`src/rtl/lsagu_pkg.sv`:
```
package lsagu_pkg;
  typedef enum logic [2:0] {
    AM_ABS   = 3'd0,
    AM_IND   = 3'd1,
    AM_OFS   = 3'd2,
    AM_IDX   = 3'd3,
    AM_SIDX  = 3'd4,
    AM_PRE   = 3'd5,
    AM_POST  = 3'd6,
    AM_PCREL = 3'd7
  } lsagu_mode_e;
endpackage

```
`src/rtl/lsagu_opnd_sel.sv`:
```
module lsagu_opnd_sel
  import lsagu_pkg::*;
#(
  parameter int ADDR_W  = 32,
  parameter int SHIFT_W = 2
) (
  input  lsagu_mode_e        mode,
  input  logic [SHIFT_W-1:0] shift,
  input  logic [ADDR_W-1:0]  base,
  input  logic [ADDR_W-1:0]  pc,
  input  logic [ADDR_W-1:0]  index,
  input  logic [ADDR_W-1:0]  imm,
  output logic [ADDR_W-1:0]  lhs,
  output logic [ADDR_W-1:0]  rhs
);
  // Left operand: the program counter only for PC-relative, else the base.
  always_comb begin
    lhs = (mode == AM_PCREL) ? pc : base;
  end

  // Right operand: the index (plain or scaled) or the immediate.
  always_comb begin
    unique case (mode)
      AM_IDX:  rhs = index;
      AM_SIDX: rhs = index << shift;
      default: rhs = imm;
    endcase
  end
endmodule

```
`src/rtl/lsagu_addsub.sv`:
```
module lsagu_addsub #(
  parameter int ADDR_W = 32
) (
  input  logic [ADDR_W-1:0] a,
  input  logic [ADDR_W-1:0] b,
  input  logic              sub,
  output logic [ADDR_W-1:0] y
);
  // Single adder: subtract is a + ~b + 1, result truncated to ADDR_W bits.
  logic [ADDR_W-1:0] b_eff;
  always_comb begin
    b_eff = sub ? ~b : b;
    y     = a + b_eff + {{(ADDR_W-1){1'b0}}, sub};
  end
endmodule

```
`src/rtl/lsagu_rsp_reg.sv`:
```
module lsagu_rsp_reg #(
  parameter int DATA_W = 65
) (
  input  logic              clk,
  input  logic              rst_n,
  input  logic              in_valid,
  output logic              in_ready,
  input  logic [DATA_W-1:0] in_data,
  output logic              out_valid,
  input  logic              out_ready,
  output logic [DATA_W-1:0] out_data
);
  logic              vld_q;
  logic [DATA_W-1:0] dat_q;

  assign in_ready  = !vld_q || out_ready;
  assign out_valid = vld_q;
  assign out_data  = dat_q;

  always_ff @(posedge clk) begin
    if (!rst_n) begin
      vld_q <= 1'b0;
      dat_q <= '0;
    end else if (in_ready) begin
      vld_q <= in_valid;
      if (in_valid) dat_q <= in_data;
    end
  end


  hold_under_stall_chk: assert property (@(posedge clk) disable iff (!rst_n)
    (vld_q && !out_ready) |=> (vld_q && $stable(dat_q)));


  stall_blocks_input_chk: assert property (@(posedge clk) disable iff (!rst_n)
    (vld_q && !out_ready) |-> !in_ready);


  accept_to_valid_chk: assert property (@(posedge clk) disable iff (!rst_n)
    (in_valid && in_ready) |=> vld_q);
endmodule

```
`src/rtl/lsagu_top.sv`:
```
module lsagu_top
  import lsagu_pkg::*;
#(
  parameter int ADDR_W  = 32,
  parameter int SHIFT_W = 2
) (
  input  logic               clk,
  input  logic               rst_n,
  input  logic               req_valid,
  output logic               req_ready,
  input  logic [2:0]         req_mode,
  input  logic               req_sub,
  input  logic [SHIFT_W-1:0] req_shift,
  input  logic [ADDR_W-1:0]  req_base,
  input  logic [ADDR_W-1:0]  req_pc,
  input  logic [ADDR_W-1:0]  req_index,
  input  logic [ADDR_W-1:0]  req_imm,
  output logic               rsp_valid,
  input  logic               rsp_ready,
  output logic [ADDR_W-1:0]  rsp_addr,
  output logic               rsp_wb_en,
  output logic [ADDR_W-1:0]  rsp_wb_val
);
  localparam int RSP_W = 2 * ADDR_W + 1;

  lsagu_mode_e       mode;
  logic [ADDR_W-1:0] lhs, rhs, sum;
  logic [ADDR_W-1:0] ea_c, wbv_c;
  logic              wb_c;
  logic [RSP_W-1:0]  rsp_pack;

  assign mode = lsagu_mode_e'(req_mode);

  lsagu_opnd_sel #(.ADDR_W(ADDR_W), .SHIFT_W(SHIFT_W)) u_sel (
    .mode (mode),
    .shift(req_shift),
    .base (req_base),
    .pc   (req_pc),
    .index(req_index),
    .imm  (req_imm),
    .lhs  (lhs),
    .rhs  (rhs)
  );

  lsagu_addsub #(.ADDR_W(ADDR_W)) u_add (
    .a  (lhs),
    .b  (rhs),
    .sub(req_sub),
    .y  (sum)
  );

  always_comb begin
    wb_c  = (mode == AM_PRE) || (mode == AM_POST);
    wbv_c = wb_c ? sum : req_base;
    unique case (mode)
      AM_ABS:            ea_c = req_imm;
      AM_IND, AM_POST:   ea_c = req_base;
      default:           ea_c = sum;
    endcase
  end

  lsagu_rsp_reg #(.DATA_W(RSP_W)) u_rsp (
    .clk      (clk),
    .rst_n    (rst_n),
    .in_valid (req_valid),
    .in_ready (req_ready),
    .in_data  ({ea_c, wb_c, wbv_c}),
    .out_valid(rsp_valid),
    .out_ready(rsp_ready),
    .out_data (rsp_pack)
  );

  assign rsp_addr   = rsp_pack[RSP_W-1 -: ADDR_W];
  assign rsp_wb_en  = rsp_pack[ADDR_W];
  assign rsp_wb_val = rsp_pack[ADDR_W-1:0];


  abs_addr_chk: assert property (@(posedge clk) disable iff (!rst_n)
    (req_valid && req_ready && req_mode == 3'd0) |=> (rsp_addr == $past(req_imm)));


  pre_same_value_chk: assert property (@(posedge clk) disable iff (!rst_n)
    (req_valid && req_ready && req_mode == 3'd5) |=> (rsp_wb_en && rsp_wb_val == rsp_addr));


  post_old_base_chk: assert property (@(posedge clk) disable iff (!rst_n)
    (req_valid && req_ready && req_mode == 3'd6) |=> (rsp_wb_en && rsp_addr == $past(req_base)));


  no_wb_chk: assert property (@(posedge clk) disable iff (!rst_n)
    (req_valid && req_ready && req_mode != 3'd5 && req_mode != 3'd6)
      |=> (!rsp_wb_en && rsp_wb_val == $past(req_base)));


  indirect_chk: assert property (@(posedge clk) disable iff (!rst_n)
    (req_valid && req_ready && req_mode == 3'd1) |=> (rsp_addr == $past(req_base)));
endmodule

```
`config.mk`:
```
export PLATFORM = sky130hd
export DESIGN_NAME = lsagu_top
export DESIGN_NICKNAME = d
export VERILOG_FILES = /design/src/rtl/lsagu_pkg.sv /design/src/rtl/lsagu_opnd_sel.sv /design/src/rtl/lsagu_addsub.sv /design/src/rtl/lsagu_rsp_reg.sv /design/src/rtl/lsagu_top.sv
export SDC_FILE = /design/constraint.sdc
export NUM_CORES = 1
export LEC_CHECK = 0
export ABC_CLOCK_PERIOD_IN_PS = 16650
export BUFFER_PORTS_ARGS = -buffer_cell sky130_fd_sc_hd__buf_2
export CORE_MARGIN = 5
export CORE_UTILIZATION = 45
export CTS_CLUSTER_SIZE = 25
export DETAILED_ROUTE_END_ITERATION = 10
export MAX_ROUTING_LAYER = met4
export PLACE_DENSITY = 0.72
export SYNTH_ARGS = -nofsm -noshare
export SYNTH_HDL_FRONTEND = slang
export SYNTH_SLANG_ARGS = --single-unit
```
`constraint.sdc`:
```
create_clock -name clk -period 16.65 [get_ports clk]
set_clock_uncertainty 0.1 [all_clocks]
set_input_delay 4.995 -clock clk [delete_from_list [all_inputs] [get_ports clk]]
set_output_delay 4.995 -clock clk [all_outputs]
set_load 0.1 [all_outputs]
```
==> flow_summary.ini, run 1 <==
[placement]
port_buffers = 204
routabilityCongestion = 0.940
placed_area_sq_mm = 0.00775
preCtsSetupSlack_ps = 5890
placed_cells = 1170
dp_hpwl_microns = 17300

[yosys]
syn-num-nets = 1007
ys_warn_count = 0
synth_top_area_share_pct = 19.9
netlist_instances = 838
synth_flop_cell = dfxtp_1
synth_area_leaders = dfxtp_1 (20%), a21oi_1 (7.3%), a221oi_1 (6.5%)
syn_area_per_cell_sq_um = 7.94
ys_types = 63
synth-seq-cells = 66
synthArstFlopShare_pct = 0
synth_edf_count = 0
synth.largest_area_cell = dfxtp_1
synth.yosys.seq_area_share_pct = 19.9
synth.cell_area_sq_mm = 0.00665

[cells_and_area]
fin_util_pct = 55.3
drive_above_1_share_pct = 30.0
final_area_sq_mm = 0.00804
fin_cells = 1186
seqCellArea_sq_mm = 0.00132
nets = 1166
area_growth_pct = 20.9
fillers = 1387
antenna_cells = 0
multi_input_area_sq_mm = 0.00502

[sta]
hold_slack_ps = 349
rsz0062_at_grt = false
finalSetupViolations = 0
fin_crit_ps = 10760
setup_tns_ps = 0
fin_crit_sh_pct = 64.6
slew_viol_final = 0
fmax_ghz = 0.0929
tightestPinTransition_ps = 994
timing.final.ws_setup_ps = 5890
slew_headroom_pct = 33.8
hold_viol_final = 0

[setup_path]
cp_top_family = buffers and inverters
path_class = in2out
critPathRequiredTime_ps = 11550
slowest_stage = buf_2
worst-path-buf-inv = 2
cp_slowest_stage_delay_ps = 450
start_kind = input port
end_kind = primary output
crit_path_cell_trace = buf_2 > nand2b_1 > buf_2
crit_fanout = 4
cp_common_cell = buf_2
cp_data_arrival_time_ps = 5660
crit_path_start = rsp_ready
timing.rr.start = u_rsp.out_valid$_SDFFE_PN0N_

[floorplan]
fp-row-count = 44
die_area_sq_mm = 0.0173
fp.dieW_microns = 132
coreArea_sq_mm = 0.0145
start_util_pct = 45.8
pin_count = 205
die_h_microns = 132

[worst_hold_path]
hold_path_class = reg2reg
hp-start = u_rsp.out_data[0]$_SDFFE_PN0P_

[global_routing]
first_global_vias = 7317
grt_pass1_wl_microns = 38100
antenna_found_initial = 0
grt_use_total_pct = 27.3
grt_max_degree = 73
grt_overflow = 0

[run_status]
status = completed

[drt]
drc_errors = 0
routed_wl_microns = 24200
vias = 7536
topRoutingLayerUsed = met4
wl_per_cell_microns = 20.4
met1_length_microns = 9830
drtIter0Drc = 725
wl_met3_microns = 2150
drt_first_pass_iters = 5
route.met2.wl_microns = 11600
viasPerCell = 6.35
antenna_left = 0

[power]
power_density_mw_per_mm2 = 104
leakage_nw = 3.63
report.power.total_mw = 0.837
ir_drop_mv = 0.0566

[cts]
cts_tree = built
post_cts_buffers = 0
cts_buffer_depth = 2
path_clk_slew_ps = 60
cts.root.buffer_cell = clkbuf_16
post_cts_resized = 0
clk_latency_ps = 350
cts_buffers = 9
htree_levels = 3
cts_sinks = 66
cts_hold_buf = 0

[run]
cap_violations = 0
-- logic make-up after synthesis --
kind of cell	after synthesis	synth area share, %
AO/OA/AOI/OAI	351	35.8
AND/OR/NAND/NOR	182	12.6
flip-flops	66	19.9
XOR/XNOR	62	8.16
buffers and inverters	84	4.98
adder cells (fa/ha/maj)	31	5.94
multiplexers	62	12.6
-- per-layer routing --
layer,vias to the layer above,global-route usage [%]
li1,3513,-
met1,3560,33.4
met2,409,45.0
met3,54,5.31
met4,0,9.77
met5,-,-
-- sequential cells by signal, summed over array words and instances (netlist names) --
register	flops
u_rsp.out_valid	1
u_rsp.out_data	65
-- final timing paths --
kind | endpoint | slack (ps) | cells past startpoint
max | req_ready | 5890 | 3
min | u_rsp.out_data[0]$_SDFFE_PN0P_ | 350 | 2
max reg2reg | u_rsp.out_data[62]$_SDFFE_PN0P_ | 14680 | 6
min reg2reg | u_rsp.out_data[0]$_SDFFE_PN0P_ | 350 | 2
-- cells in the final DEF (no fill, tap or decap), types with 3 or more instances in the layout --
master,n
o21bai_1,4
a21boi_1,3
and2_1,7
a31oi_1,12
mux2i_1,14
o21ai_0,71
nand2b_1,4
a221oi_1,49
clkbuf_8,3
nand4_1,3
a21o_1,22
mux2_2,34
a211oi_1,26
a21oi_1,97
a22o_1,15
o21ai_1,3
nand3_1,9
buf_4,13
nor3_1,6
o211ai_1,6
or3_1,4
a311oi_1,8
xor2_1,13
nor2b_1,8
o31ai_1,4
o211a_1,8
buf_2,204
xnor2_1,49
and3_1,6
ha_1,30
mux4_2,14
nor2_1,44
inv_1,15
a21boi_0,3
nand2_1,75
dfxtp_1,66
clkbuf_16,9
-- synthesized netlist by cell type (all sizes together), types with 9 or more instances --
library cell,n
dfxtp,66
nor2,45
a31oi,14
buf,10
nand3,10
mux2i,14
xnor2,49
nand2,76
a221oi,50
a21o,22
clkbuf,59
inv,15
ha,30
mux4,14
xor2,13
nor2b,9
a22o,15
mux2,34
o21ai,76
a211oi,26
a21oi,97
-- area by class of cell --
class,instances,share of cell area [%]
clock inverter,4,0.311
tap,184,2.86
clock buffer,12,3.32
timing repair buffer,217,13.9
multi-input combinational,688,62.5
inverter,15,0.700
sequential,66,16.4
-- report_power, final --
group	leakage [nW]	internal [mW]	total (mW)	switching [mW]
clock	0.141	0.113	0.193	0.0803
sequential	0.547	0.176	0.184	0.00837
combinational	2.94	0.140	0.460	0.320
total	3.63	0.428	0.837	0.408
-- worst reg2reg max path, stage by stage (launching register included) --
cell and delay [ps]:
dfxtp_1 310, nand2b_1 120, and2_2 160, buf_4 570
o21ai_0 230, a211o_1 310, o22ai_1 110
Note: power is estimated with default switching activity, not from simulation.
==> run 2: changes to the inputs <==
--- a/config.mk
+++ b/config.mk
@@ -5,14 +5,15 @@
 export SDC_FILE = /design/constraint.sdc
 export NUM_CORES = 1
 export LEC_CHECK = 0
-export ABC_CLOCK_PERIOD_IN_PS = 16650
+export ABC_AREA = 1
+export ABC_CLOCK_PERIOD_IN_PS = 9500
 export BUFFER_PORTS_ARGS = -buffer_cell sky130_fd_sc_hd__buf_2
 export CORE_MARGIN = 5
 export CORE_UTILIZATION = 45
 export CTS_CLUSTER_SIZE = 25
 export DETAILED_ROUTE_END_ITERATION = 10
 export MAX_ROUTING_LAYER = met4
-export PLACE_DENSITY = 0.72
+export PLACE_DENSITY = 0.74
 export SYNTH_ARGS = -nofsm -noshare
 export SYNTH_HDL_FRONTEND = slang
 export SYNTH_SLANG_ARGS = --single-unit
==> constraint.sdc (replaced) <==
create_clock -name clk -period 9.5 [get_ports clk]
set_clock_uncertainty 0.1 [all_clocks]
set_input_delay 2.85 -clock clk [delete_from_list [all_inputs] [get_ports clk]]
set_output_delay 2.85 -clock clk [all_outputs]
set_load 0.1 [all_outputs]
==> flow_summary.ini, run 2 <==
[run_status]
status = completed

[placement]
routabilityCongestion = 1.05
placed_area_sq_mm = 0.00782
dp_hpwl_microns = 21500
port_buffers = 204

[drt]
vias = 8316
antenna_left = 0
viasPerCell = 5.78
wl_per_cell_microns = 18.7
drc_errors = 0
drtIter0Drc = 1047
routed_wl_microns = 26900
drt_first_pass_iters = 6

[setup_path]
crit_fanout = 35
cp_slowest_stage_delay_ps = 810
crit_path_cell_trace = buf_2 > clkinv_1 > o21ai_0 > a21oi_1 > a221oi_1 > xor2_1 > inv_1 > ha_1 > nand2_1 > o21ai_0 > a21oi_1 > o21ai_0 > nand3_1 > nand3_1 > nand3_1 > a21oi_1
slowest_stage = clkinv_1
cp_data_arrival_time_ps = 7020
regToRegSetupSlack_ps = 6760
crit_path_start = req_shift[1]
start_kind = input port
r2r-end = u_rsp.out_data[27]$_SDFFE_PN0P_
r2r_cells = 8
critPathCapture = u_rsp.out_data[63]$_SDFFE_PN0P_
timing.rr.start = u_rsp.out_valid$_SDFFE_PN0N_
critPathRequiredTime_ps = 9650
path_class = in2reg
end_kind = flop

[cells_and_area]
nets = 1420
drive_above_1_share_pct = 22.8
fillers = 1512
largest_reg_flops = 65
final_common_cell = nand2_1
final_area_sq_mm = 0.00810
area_growth_pct = 19.9
antenna_cells = 0
final_cell_mix = nand2_1 (253), buf_2 (204), o21ai_0 (117)

[global_routing]
grt_use_total_pct = 30.3
grt_max_degree = 57
first_global_vias = 7615
grt-busiest-layer = met1
antenna_found_initial = 0
grt_overflow = 0
grtUsageMet3_pct = 5.85
use_met2_pct = 41.1
grt_pass1_wl_microns = 42100
use_met1_pct = 46.0

[cts]
post_cts_buffers = 0
clk_latency_ps = 330
path_clk_slew_ps = 60
cts.root.buffer_cell = clkbuf_16
cts_buffers = 9
cts_buffer_depth = 2
htree_levels = 3
cts_hold_buf = 0
post_cts_resized = 0
cts_tree = built
cts_sinks = 66

[floorplan]
coreArea_sq_mm = 0.0146
start_util_pct = 46.1
fp.dieW_microns = 133
fp-row-count = 44
die_area_sq_mm = 0.0176
pin_count = 205
die_h_microns = 133

[sta]
slew_viol_final = 0
setup_tns_ps = 0
fin_crit_sh_pct = 72.3
fin_crit_ps = 6870
tightestPinTransition_ps = 1140
slew_headroom_pct = 23.5
finalSetupViolations = 0
rsz0062_at_grt = false
hold_viol_final = 0
fmax_ghz = 0.146

[yosys]
syn-num-nets = 1258
syn_area_per_cell_sq_um = 6.20
netlist_instances = 1089
synth_commonest_cells = nand2_1 (254), o21ai_0 (117), a21oi_1 (107), inv_1 (102), nand3_1 (71)
synth-simple-area-share_pct = 27.5
ys_types = 48
synth_edf_count = 0
synth_top_family_by_area = compound AO/OA/AOI/OAI gates
synth_top_area_share_pct = 19.6
synth.yosys.seq_area_share_pct = 19.6
synth.cell_area_sq_mm = 0.00675
synth.largest_area_cell = dfxtp_1
synth_compound_area_share_pct = 28.0
synthArstFlopShare_pct = 0
synth_flop_cell = dfxtp_1
synthAdderAreaFrac_pct = 5.85
synth-seq-cells = 66
ys_warn_count = 0
yosys.area_share.xor_xnor_pct = 6.82
synth_area_leaders = dfxtp_1 (20%), nand2_1 (14%), o21ai_0 (8.7%)
synth.most_common_cell = nand2_1
synth.area.mux_share_pct = 2.50

[worst_hold_path]
hold_path_class = reg2reg

[power]
report.power.total_mw = 1.44
ir_drop_mv = 0.0734
power_density_mw_per_mm2 = 178
leakage_nw = 3.93

[run]
cap_violations = 0
-- run 2: changes by cell type after synthesis, sizes merged, moves of 19 or more --
| cell | before | now |
|---|---|---|
| a211oi | 26 | 3 |
| inv | 15 | 107 |
| mux2 | 34 | 15 |
| nand2 | 76 | 276 |
| nand3 | 10 | 74 |
| nor2 | 45 | 64 |
| o21ai | 76 | 119 |
| xnor2 | 49 | 4 |
| xor2 | 13 | 46 |
-- run 2: worst min-delay path by stage --
stage	start	endpoint	slack, ps	depth (start not counted)
after global routing	u_rsp.out_data[2]$_SDFFE_PN0P_	u_rsp.out_data[2]$_SDFFE_PN0P_	400	2
after global placement	u_rsp.out_data[2]$_SDFFE_PN0P_	u_rsp.out_data[2]$_SDFFE_PN0P_	360	2
final	u_rsp.out_data[2]$_SDFFE_PN0P_	u_rsp.out_data[2]$_SDFFE_PN0P_	370	2
after floorplan	u_rsp.out_data[2]$_SDFFE_PN0P_	u_rsp.out_data[2]$_SDFFE_PN0P_	810	2
after CTS	u_rsp.out_data[2]$_SDFFE_PN0P_	u_rsp.out_data[2]$_SDFFE_PN0P_	370	2
after detailed placement	u_rsp.out_data[2]$_SDFFE_PN0P_	u_rsp.out_data[2]$_SDFFE_PN0P_	360	2
-- run 2: cell type report --
type	count	area [sq um]	share of cell area, %
timing repair buffer	211	1070	13.3
clock inverter	6	42.5	0.525
multi-input combinational	853	4780	59.0
inverter	110	413	5.10
clock buffer	10	239	2.95
tap	184	230	2.84
sequential	66	1320	16.3
-- run 2: metrics by stage --
step	hold slack [ps]	util, %	setup slack, ps	instances
after CTS	370	55.3	2740	1440
after global placement	356	53.4	2430	1424
after global routing	402	55.3	2180	1440
after detailed placement	361	53.4	2410	1424
after floorplan	809	-	3010	1089
final	367	55.3	2630	1440
-- run 2: logic make-up after synthesis --
logic type	after synthesis
AND/OR/NAND/NOR	432
AO/OA/AOI/OAI	325
buffers and inverters	170
flip-flops	66
XOR/XNOR	50
adder cells (fa/ha/maj)	31
multiplexers	15
-- run 2: report_power, final --
group	switching [mW]	leakage [nW]	total, mW	internal (mW)
logic	0.596	3.25	0.804	0.208
clock network	0.129	0.134	0.313	0.184
registers	0.0160	0.546	0.322	0.306
total	0.742	3.93	1.44	0.697
-- run 2: critical path, delay by kind of cell --
kind | cells | cell delay (ps)
compound gates | 7 | 1770
buf+inv | 3 | 1250
simple gates | 4 | 580
fa+ha+maj | 1 | 390
xor+xnor | 1 | 180
-- run 2: metal layers --
layer / vias up / routed length [microns]
met5: - / 0
li1: 4041 / -
met4: 0 / 544
met2: 501 / 10700
met3: 43 / 3150
met1: 3731 / 12500
==> run 3: changes to the inputs <==
--- a/config.mk
+++ b/config.mk
@@ -6,7 +6,7 @@
 export NUM_CORES = 1
 export LEC_CHECK = 0
 export ABC_AREA = 1
-export ABC_CLOCK_PERIOD_IN_PS = 9500
+export ABC_CLOCK_PERIOD_IN_PS = 5500
 export BUFFER_PORTS_ARGS = -buffer_cell sky130_fd_sc_hd__buf_2
 export CORE_MARGIN = 5
 export CORE_UTILIZATION = 45
==> constraint.sdc (replaced) <==
create_clock -name clk -period 5.5 [get_ports clk]
set_clock_uncertainty 0.1 [all_clocks]
set_input_delay 1.65 -clock clk [delete_from_list [all_inputs] [get_ports clk]]
set_output_delay 1.65 -clock clk [all_outputs]
set_load 0.1 [all_outputs]
==> flow_summary.ini, run 3 (synthesized netlist as in run 2, its figures left out) <==
[run_status]
status = completed

[drt]
drt_first_pass_iters = 5
vias = 8485
drc_errors = 0
drtIter0Drc = 986
antenna_left = 0
routed_wl_microns = 28100
wl_per_cell_microns = 19.3
viasPerCell = 5.82

[setup_path]
end_kind = flop
critPathRequiredTime_ps = 5660
cp_common_cell = nand2_1
crit_fanout = 14
timing.rr.start = u_rsp.out_valid$_SDFFE_PN0N_
path_class = in2reg
crit_path_start = req_mode[0]
cp_data_arrival_time_ps = 5130
slowest_stage = o21ai_0
start_kind = input port
crit_path_cell_trace = buf_2 > nor2_1 > nand2_1 > nand2_1 > inv_1 > a221oi_1 > xor2_1 > inv_1 > ha_1 > nand2_1 > o21ai_0 > a21oi_1 > o21ai_0 > nand2_1 > nand2_1 > xor2_1 > nand2_1 > a21oi_1
cp_slowest_stage_delay_ps = 530

[sta]
setup_tns_ps = 0
hold_slack_ps = 383
fin_crit_sh_pct = 90.5
rsz0062_at_grt = false
slew_headroom_pct = 48.3
finalSetupViolations = 0
fin_crit_ps = 4980
tightestPinTransition_ps = 774
slew_viol_final = 0
fmax_ghz = 0.201
hold_viol_final = 0

[power]
combPwrFrac_pct = 54.8
power_frac_clock_pct = 23.9
report.power.total_mw = 2.60
p_sw_share_pct = 49.9
leakage_nw = 4.02
power.internal_mw = 1.30
ir_drop_mv = 0.205
p_switching_mw = 1.30
pwr-share-seq_pct = 21.3
power_density_mw_per_mm2 = 314

[cts]
post_cts_buffers = 0
htree_levels = 3
cts_tree = built
path_clk_slew_ps = 60
cts_buffers = 9
cts_sinks = 66
cts_buffer_depth = 2
clk_latency_ps = 330
post_cts_resized = 0
cts_hold_buf = 0
cts.root.buffer_cell = clkbuf_16

[cells_and_area]
largest_reg_flops = 65
nets = 1435
fillers = 1552
final_cell_mix = nand2_1 (253), buf_2 (204), o21ai_0 (117)
area_growth_pct = 22.6
fin_cells = 1457
final_common_cell = nand2_1
drive_above_1_share_pct = 23.6

[global_routing]
grt_max_degree = 49
antenna_found_initial = 1
grt_pass1_wl_microns = 43000
first_global_vias = 7540
grt_overflow = 0
grt_use_total_pct = 31.5

[floorplan]
start_util_pct = 46.1
die_h_microns = 133
pin_count = 205
fp-row-count = 44
die_area_sq_mm = 0.0176
fp.dieW_microns = 133
coreArea_sq_mm = 0.0146

[placement]
routabilityCongestion = 1.01
port_buffers = 204
dp_hpwl_microns = 22900
placed_cells = 1439

[worst_hold_path]
hold_path_class = reg2reg
hp-start = u_rsp.out_data[2]$_SDFFE_PN0P_

[run]
cap_violations = 0
-- run 3: cell count changes in the layout (fill, tap and decap cells not counted), sizes merged --
cell,before,now
diode,0,2
clkinvlp,2,3
bufinv,0,2
buf,211,226
clkinv,7,4
-- run 3: layout make-up --
cell class	instances	area (sq um)	area share, %
Tap cell	184	230	2.78
Sequential cell	66	1320	16.0
Timing Repair Buffer	226	1210	14.6
Inverter	110	413	4.99
Clock buffer	10	229	2.76
Multi-Input combinational cell	853	4780	57.7
Clock inverter	6	91.3	1.10
Antenna cell	2	5.00	0.0604
-- run 3: path summary, 6_finish.rpt --
path	endpoint	slack [ps]	cells past startpoint
hold / removal	u_rsp.out_data[2]$_SDFFE_PN0P_	380	2
hold reg to reg	u_rsp.out_data[2]$_SDFFE_PN0P_	380	2
setup reg to reg	u_rsp.out_data[25]$_SDFFE_PN0P_	2920	7
setup / recovery	u_rsp.out_data[51]$_SDFFE_PN0P_	520	18
-- run 3: power groups by stage --
| stage | registers (mW) | logic (mW) | clock network [mW] |
|---|---|---|---|
| 5_1_grt | 0.560 | 1.53 | 0.648 |
| 6_report | 0.555 | 1.43 | 0.623 |
| 3_3_place_gp | 0.563 | 1.40 | 0 |
| 4_1_cts | 0.554 | 1.40 | 0.627 |
| 3_5_place_dp | 0.564 | 1.40 | 0 |
| 2_1_floorplan | 0.919 | 0.667 | 0 |
-- run 3: worst max-delay path, delay by kind of cell --
kind / cells / cell delay [ps]
adders and majority gates: 1 / 360
and+or+nand+nor: 7 / 870
xor gates and xnor gates: 2 / 450
buffers and inverters: 3 / 380
AOI/OAI and AO/OA: 5 / 1390
-- run 3: through the flow --
| stage | instance area, sq um | setup WS [ps] | utilization (%) |
|---|---|---|---|
| floorplan | 6750 | 929 | - |
| global placement | 7960 | 369 | 54.3 |
| detailed placement | 7960 | 285 | 54.3 |
| CTS | 8280 | 586 | 56.5 |
| global route | 8280 | 52.0 | 56.5 |
| finish | 8280 | 522 | 56.6 |
-- run 3: layer usage --
metal	track usage, %	vias to the layer above	routed length, microns	part of all wire [%]
met4	5.89	0	410	1.5
li1	-	4077	-	-
met5	-	-	0	0
met2	42.6	480	11200	40
met1	48.7	3891	13200	47
met3	5.01	37	3270	12
